`config.mk`:
```
export PLATFORM = sky130hd
export DESIGN_NAME = beep_seq
export DESIGN_NICKNAME = d
export VERILOG_FILES = /design/src/rtl/beep_pkg.sv /design/src/rtl/beep_tick_cnt.sv /design/src/rtl/beep_tone.sv /design/src/rtl/beep_seq.sv
export SDC_FILE = /design/constraint.sdc
export NUM_CORES = 1
export LEC_CHECK = 0
export BUFFER_PORTS_ARGS = -buffer_cell sky130_fd_sc_hd__buf_4
export CORE_ASPECT_RATIO = 0.9
export CORE_MARGIN = 5
export CORE_UTILIZATION = 55
export CTS_CLUSTER_DIAMETER = 150
export DETAILED_ROUTE_END_ITERATION = 7
export PLACE_DENSITY = 0.76
export SETUP_SLACK_MARGIN = 0.02
export SLEW_MARGIN = 30
export SYNTH_ARGS = -nofsm -noshare
export SYNTH_HDL_FRONTEND = slang
export SYNTH_HIERARCHICAL = 1
export SYNTH_SLANG_ARGS = --single-unit
```
`constraint.sdc`:
```
create_clock -name clk_i -period 2.4 [get_ports clk_i]
set_input_delay 0.36 -clock clk_i [delete_from_list [all_inputs] [get_ports clk_i]]
set_output_delay 0.36 -clock clk_i [all_outputs]
set_load 0.05 [all_outputs]
```
`src/rtl/beep_pkg.sv`:
```
package beep_pkg;
  typedef enum logic [1:0] {
    ST_IDLE = 2'd0,
    ST_ON   = 2'd1,
    ST_OFF  = 2'd2,
    ST_GAP  = 2'd3
  } beep_state_e;
endpackage

```
`src/rtl/beep_tick_cnt.sv`:
```
module beep_tick_cnt #(
  parameter int CNT_W = 8
) (
  input  logic             clk_i,
  input  logic             rst_ni,
  input  logic             load_i,
  input  logic [CNT_W-1:0] load_val_i,
  output logic             zero_o
);
  logic [CNT_W-1:0] cnt_q;

  always_ff @(posedge clk_i or negedge rst_ni) begin
    if (!rst_ni)             cnt_q <= '0;
    else if (load_i)         cnt_q <= load_val_i;
    else if (cnt_q != '0)    cnt_q <= cnt_q - 1'b1;
  end

  assign zero_o = (cnt_q == '0);
endmodule

```
`src/rtl/beep_tone.sv`:
```
module beep_tone #(
  parameter int TONE_DIV = 2,
  localparam int TD_W = $clog2(TONE_DIV) + 1
) (
  input  logic clk_i,
  input  logic rst_ni,
  input  logic en_i,
  output logic tone_o
);
  localparam logic [TD_W-1:0] DIV_LAST = TD_W'(TONE_DIV - 1);

  logic [TD_W-1:0] div_q;
  logic            ph_q;

  always_ff @(posedge clk_i or negedge rst_ni) begin
    if (!rst_ni) begin
      div_q <= '0;
      ph_q  <= 1'b0;
    end else if (!en_i) begin
      div_q <= '0;
      ph_q  <= 1'b0;
    end else if (div_q == DIV_LAST) begin
      div_q <= '0;
      ph_q  <= ~ph_q;
    end else begin
      div_q <= div_q + 1'b1;
    end
  end

  // high for the first half-period of every beep
  assign tone_o = en_i & ~ph_q;
endmodule

```
`src/rtl/beep_seq.sv`:
```
module beep_seq
  import beep_pkg::*;
#(
  parameter int NUM_GRP     = 4,
  parameter int GRP_W       = 2,
  parameter int ON_CYC      = 8,
  parameter int OFF_CYC     = 4,
  parameter int GRP_GAP_CYC = 12,
  parameter int TONE_DIV    = 2,
  localparam int CODE_W     = NUM_GRP * GRP_W
) (
  input  logic              clk_i,
  input  logic              rst_ni,
  input  logic              start_i,
  input  logic [CODE_W-1:0] code_i,
  output logic              spk_o,
  output logic              busy_o,
  output logic              done_o
);
  localparam int MAX_CYC = (ON_CYC > OFF_CYC) ?
                           ((ON_CYC > GRP_GAP_CYC) ? ON_CYC : GRP_GAP_CYC) :
                           ((OFF_CYC > GRP_GAP_CYC) ? OFF_CYC : GRP_GAP_CYC);
  localparam int CNT_W = $clog2(MAX_CYC) + 1;
  localparam int IDX_W = (NUM_GRP > 1) ? $clog2(NUM_GRP) : 1;
  localparam logic [CNT_W-1:0] ON_LD  = CNT_W'(ON_CYC - 1);
  localparam logic [CNT_W-1:0] OFF_LD = CNT_W'(OFF_CYC - 1);
  localparam logic [CNT_W-1:0] GAP_LD = CNT_W'(GRP_GAP_CYC - 1);
  localparam logic [IDX_W-1:0] LAST_GRP = IDX_W'(NUM_GRP - 1);

  beep_state_e       state_q, state_d;
  logic [CODE_W-1:0] code_q, code_d;   // current group sits in the top bits
  logic [GRP_W-1:0]  rem_q, rem_d;     // beeps left after the current one
  logic [IDX_W-1:0]  grp_q, grp_d;
  logic              done_q, done_d;
  logic              load;
  logic [CNT_W-1:0]  load_val;
  logic              tmr_zero;

  beep_tick_cnt #(.CNT_W(CNT_W)) u_tmr (
    .clk_i      (clk_i),
    .rst_ni     (rst_ni),
    .load_i     (load),
    .load_val_i (load_val),
    .zero_o     (tmr_zero)
  );

  beep_tone #(.TONE_DIV(TONE_DIV)) u_tone (
    .clk_i  (clk_i),
    .rst_ni (rst_ni),
    .en_i   (state_q == ST_ON),
    .tone_o (spk_o)
  );

  always_comb begin
    state_d  = state_q;
    code_d   = code_q;
    rem_d    = rem_q;
    grp_d    = grp_q;
    done_d   = 1'b0;
    load     = 1'b0;
    load_val = ON_LD;
    unique case (state_q)
      ST_IDLE: if (start_i) begin
        code_d  = code_i;
        rem_d   = code_i[CODE_W-1 -: GRP_W];
        grp_d   = '0;
        state_d = ST_ON;
        load    = 1'b1;
      end
      ST_ON: if (tmr_zero) begin
        load = 1'b1;
        if (rem_q != '0) begin
          rem_d    = rem_q - 1'b1;
          state_d  = ST_OFF;
          load_val = OFF_LD;
        end else begin
          state_d  = ST_GAP;
          load_val = GAP_LD;
        end
      end
      ST_OFF: if (tmr_zero) begin
        state_d = ST_ON;
        load    = 1'b1;
      end
      ST_GAP: if (tmr_zero) begin
        if (grp_q == LAST_GRP) begin
          state_d = ST_IDLE;
          done_d  = 1'b1;
        end else begin
          grp_d   = grp_q + 1'b1;
          code_d  = code_q << GRP_W;
          rem_d   = code_q[CODE_W-GRP_W-1 -: GRP_W];
          state_d = ST_ON;
          load    = 1'b1;
        end
      end
      default: state_d = ST_IDLE;
    endcase
  end

  always_ff @(posedge clk_i or negedge rst_ni) begin
    if (!rst_ni) begin
      state_q <= ST_IDLE;
      code_q  <= '0;
      rem_q   <= '0;
      grp_q   <= '0;
      done_q  <= 1'b0;
    end else begin
      state_q <= state_d;
      code_q  <= code_d;
      rem_q   <= rem_d;
      grp_q   <= grp_d;
      done_q  <= done_d;
    end
  end

  assign busy_o = (state_q != ST_IDLE);
  assign done_o = done_q;
endmodule

```
# Yosys cells after proc, flatten, opt, wreduce, memory -nomap -nowiden
# Cells that the tools add are included.
# Widths: inputs -> output; s select.
[word_totals]
reg_bits = 21
in_bits = 11
output_inout_bits = 3
[op_classes]
n_eq_ne = 12
n_addsub = 4
muxes = 38
n_reduce_logical = 12
bitwise = 2
[op_table]
columns = ["cell", "n"]
rows = [
  ["$mux 2", 14],
  ["$mux 6", 3],
  ["$ne 2x2->1 const B", 7],
  ["$mux 4", 3],
  ["$pmux 6 s2", 1],
  ["$mux 1", 11],
  ["$mux 5", 2],
  ["$pmux 2 s4", 1],
  ["$reduce_and 4->1", 2],
  ["$reduce_bool 2->1", 4],
  ["$eq 2x2->1 const B", 3],
  ["$pmux 2 s3", 1],
  ["$reduce_and 6->1", 1],
  ["$logic_not 5->1", 1],
  ["$reduce_bool 5->1", 1],
  ["$sub 5x1->5 const B", 1],
  ["$add 2x1->2 const B", 2],
  ["$eq 2x1->1 const B", 2],
  ["$pmux 2 s2", 1],
  ["$pmux 1 s3", 1],
  ["$reduce_bool 3->1", 1],
  ["$logic_not 2->1", 1],
  ["$reduce_or 2->1", 1],
  ["$sub 2x1->2 const B", 1],
  ["2 further kinds", 2],
]

# Depth between registers and ports, before layout
[depth]
ltp_word = 5
mapped_depth = 8
ltp_nobuf = 7

# Hierarchy
# The synthesis kept the hierarchy.
[modules_own_cells]
columns = ["mod", "cells_each", "area_each_um2", "seq_area_each_um2", "instances"]
rows = [
  ["beep_seq", 77, 864.6, 325.3, 1],
  ["beep_tick_cnt", 27, 279.0, 125.1, 1],
  ["beep_tone", 9, 122.6, 75.1, 1],
]

# Worst setup path after synthesis
# No wires, ideal clock.
[synth_timing]
path_kind = "register to register"
start = "register u_tmr.cnt_q[0]"
end = "register code_q[0]"
setup_slack_ps = 430
setup_time_ps = 125
stages_incl_launch_ff = 7
path_buffers = 0
t_arrival_ps = 1845
path_cell_list = "dfrtp_1 > inv_1 > ha_1 > nor4b_4 > nand3b_2 > a21boi_4 > mux2_2"
[synth_between]
elab_chain_cells = 3
[synth_rtl]
columns = ["item", "line_no", "rtl"]
rows = [
  ["from (decl)", "beep_tick_cnt.sv:10", "logic [CNT_W-1:0] cnt_q;"],
  ["from (signal assigned)", "beep_tick_cnt.sv:14", "else if (load_i) cnt_q <= load_val_i;"],
  ["from (signal assigned)", "beep_tick_cnt.sv:15", "else if (cnt_q != '0) cnt_q <= cnt_q - 1'b1;"],
  ["$logic_not 5->1", "beep_tick_cnt.sv:18", "assign zero_o = (cnt_q == '0);"],
  ["named net tmr_zero", "beep_seq.sv:37", "logic tmr_zero;"],
  ["$ne 2x2->1 (no line)", "--", ""],
  ["$reduce_and 4->1 (no line)", "--", ""],
  ["to (signal assigned)", "beep_seq.sv:110", "code_q <= code_d;"],
  ["to (decl)", "beep_seq.sv:31", "logic [CODE_W-1:0] code_q, code_d;"],
]
# The timed path passes the listed nets, and every way through them passes these cells.
# A chain may end at the register's enable or synchronous reset.

# Final worst setup path
[layout_timing]
start = "register state_q[1]"
end = "output spk_o"
[layout_between]
elab_chain_cells = 2
[layout_rtl]
columns = ["item", "line_no", "rtl"]
rows = [
  ["from (decl)", "beep_seq.sv:30", "beep_state_e state_q, state_d;"],
  ["from (signal assigned)", "beep_seq.sv:109", "state_q <= state_d;"],
  ["$eq 2x1->1", "beep_seq.sv:50", ".en_i (state_q == ST_ON),"],
  ["$and 1x1->1", "beep_tone.sv:31", "assign tone_o = en_i & ~ph_q;"],
  ["to (decl)", "beep_seq.sv:16", "output logic spk_o,"],
]
# No other way between the ends.

==> impl_metrics.env <==
export IMPL_grt_pass1_vias=917
export IMPL_antenna_found_initial=0
export IMPL_p_leak_nw=0.6817
export IMPL_dp_hpwl_um=1680
export IMPL_busiest_layer="met2"
export IMPL_grt_use_met2_pct=26.41
export IMPL_yosysTopAreaCell="dfrtp_1"
export IMPL_slew_viol_final=0
export IMPL_drc=0
export IMPL_hp_class="primary input to flop"
export IMPL_startpoint_type="flop"
export IMPL_setup_viol=0
export IMPL_synth_top_area_share_pct=41.50
export IMPL_hold_viol_final=0
export IMPL_ios=14
export IMPL_p_seq_share_pct=34.2
export IMPL_ys_top_cells_by_area="dfrtp_1 (42%), mux2_2 (12%), ha_1 (11%)"
export IMPL_stdcell_area_um2=1433
export IMPL_drive_gt1_share_pct=29.01
export IMPL_critPathArrivalTime_ps=1630
export IMPL_wirelength_um=2175
export IMPL_fin_crit_sh_pct=82.83
export IMPL_internal_power_mw=1.104
export IMPL_areaGrowthSynthToFinish_pct=13.14
export IMPL_r2r_start="u_tmr/cnt_q[0]"
export IMPL_synth_seq_cells=21
export IMPL_firstDrtPassIters=4
export IMPL_layout_commonest_cell="dfrtp_1"
export IMPL_cts_tree="built"
export IMPL_fin_tns_setup_ps=0
export IMPL_grt_max_degree=22
export IMPL_place_ws_ps=539.1
export IMPL_vias=821
export IMPL_end_kind="primary output"
export IMPL_postRouteAntennaNets=0
export IMPL_numCtsBuffers=3
export IMPL_max_cap_viol_count=0
export IMPL_p_clk_share_pct=9.3
export IMPL_grt_setup_unrepaired="no"
export IMPL_dp_cells=153
export IMPL_synth_warnings=6
export IMPL_clockBufferDepth=2
export IMPL_use_met3_pct=3.497
export IMPL_avgSynthCellArea_um2=11.21
export IMPL_grt_pass1_wl_um=4202
export IMPL_setup_slack_ps=412.0
export IMPL_worstSetupPathType="flop to primary output"
export IMPL_cts_num_sinks=21
export IMPL_critical_path_required_ps=2040
export IMPL_combPwrFrac_pct=56.5
export IMPL_cts_htree_levels=1
export IMPL_ys_seq_area_share_pct=41.50
export IMPL_netlist_area_um2=1266
export IMPL_p_sw_mw=0.7634
export IMPL_antenna_cells=0
export IMPL_grtUsageMet1_pct=20.94
export IMPL_status="complete, no violations"
export IMPL_min_from="code_i[6]"
export IMPL_p_sw_share_pct=40.88
export IMPL_die_x_um=60.58
export IMPL_cts_resized=0
export IMPL_port_buffers=13
export IMPL_first_iter_violations=15
export IMPL_fin_crit_ps=1988
export IMPL_path_max_fanout=9
export IMPL_routedWlPerCell_um=13.77
export IMPL_layout_nets=154
export IMPL_worst_clock_skew_ps=8.580
export IMPL_die_area_um2=3363
export IMPL_final_cell_mix="dfrtp_1 (21), buf_4 (15), mux2_2 (13), ha_1 (11)"
export IMPL_cts_root_buf="clkbuf_4"
export IMPL_vias_per_cell=5.196
export IMPL_whs_ps=380.5
export IMPL_clkSlewWorstSetupHoldPaths_ps=110
export IMPL_power_density_nw_per_um2=1303
export IMPL_p_total_mw=1.867
export IMPL_final_core_util_pct=65.65
export IMPL_syn_inst=113
export IMPL_place_gp_congestion=0.8502
export IMPL_max_clock_freq_mhz=503.0
export IMPL_synth_distinct_cells=31
export IMPL_grt_overflow=0
export IMPL_core_area_um2=2182
export IMPL_stdcell_count=158
export IMPL_rows=16
export IMPL_initial_utilization_pct=58.03
export IMPL_die_h_um=55.52
export IMPL_dpl_cell_area_um2=1396
export IMPL_clk_latency_ps=310
export IMPL_ir_drop_mv=0.6888
export IMPL_track_usage_pct=16.26
export IMPL_crit_start="state_q[1]"
export IMPL_fillers=176
[Yosys cell counts]
cell,count
nand2b_1,2
o21ai_1,1
conb_1,2
mux2i_1,5
nand3b_2,1
buf_6,1
ha_1,11
xnor2_1,3
mux2_2,13
a21boi_4,1
buf_2,1
and2_1,1
clkbuf_1,1
and4_1,1
o21ai_2,1
a21oi_1,2
inv_1,9
nor2_1,1
mux2_4,1
o31ai_1,3
o21bai_1,1
a221oi_1,2
nor3_1,2
and3_1,2
nor2b_1,8
o21ai_0,4
dfrtp_1,21
and2_2,1
nand2b_4,1
nand2_1,9
nor4b_4,1
[cell families after synthesis]
| group | share of synthesized area [%] |
|---|---|
| AO/OA/AOI/OAI | 8.696 |
| XOR/XNOR | 2.075 |
| adder cells (fa/ha/maj) | 10.87 |
| buffers and inverters | 4.248 |
| flip-flops | 41.50 |
| multiplexers | 16.70 |
| other | 0.5931 |
| AND/OR/NAND/NOR | 15.32 |
[power by group through the flow]
| stage | registers [mW] | logic, mW | clock network (mW) |
|---|---|---|---|
| 6_report | 0.638 | 1.06 | 0.174 |
| 5_1_grt | 0.664 | 1.19 | 0.199 |
| 4_1_cts | 0.638 | 1.07 | 0.179 |
| 3_5_place_dp | 0.645 | 1.06 | 0 |
| 3_3_place_gp | 0.637 | 1.01 | 0 |
| 2_1_floorplan | 0.612 | 0.868 | 0 |
[sequential cells by signal, summed over array words and instances, names as in the netlist]
name          count
grp_q             2
code_q            6
rem_q             2
u_tone/ph_q       1
done_o            1
u_tone/div_q      2
state_q           2
u_tmr/cnt_q       5
[routing by layer]
layer / vias up / part of all wire [%]
met5: - / 0
met4: 0 / 0
met3: 0 / 3.3
met2: 10 / 53
met1: 397 / 43
li1: 414 / -
[worst max-delay path: stages, from the launching register on]
cell,delay (ps)
dfrtp_1,460
inv_1,130
ha_1,320
nor2b_1,210
buf_4,220
[area by class of cell]
type | count | area, um^2 | share of cell area (%)
timing repair buffer | 16 | 122.6 | 8.559
tap | 27 | 33.78 | 2.358
sequential | 21 | 525.5 | 36.68
inverter | 9 | 33.78 | 2.358
clock buffer | 4 | 26.28 | 1.834
multi-input combinational | 81 | 690.7 | 48.21
[what timing repair did]
action / in CTS / in global routing
hold buffers: 1 / 0
endpoints found under the hold margin: 21 / 0
buffers inserted: 0 / 0
[worst paths after layout]
| check | end | slack [ps] | cells after the start |
|---|---|---|---|
| max | spk_o | 410 | 4 |
| min | rem_q[0] | 380 | 3 |
| max reg2reg | rem_q[1] | 530 | 7 |
| min reg2reg | u_tone/div_q[0] | 440 | 1 |
| max in group asynchronous | state_q[1] | 1710 | 2 |
| min in group asynchronous | u_tmr/cnt_q[4] | 460 | 2 |
Note: power is estimated with default switching activity, not from simulation.
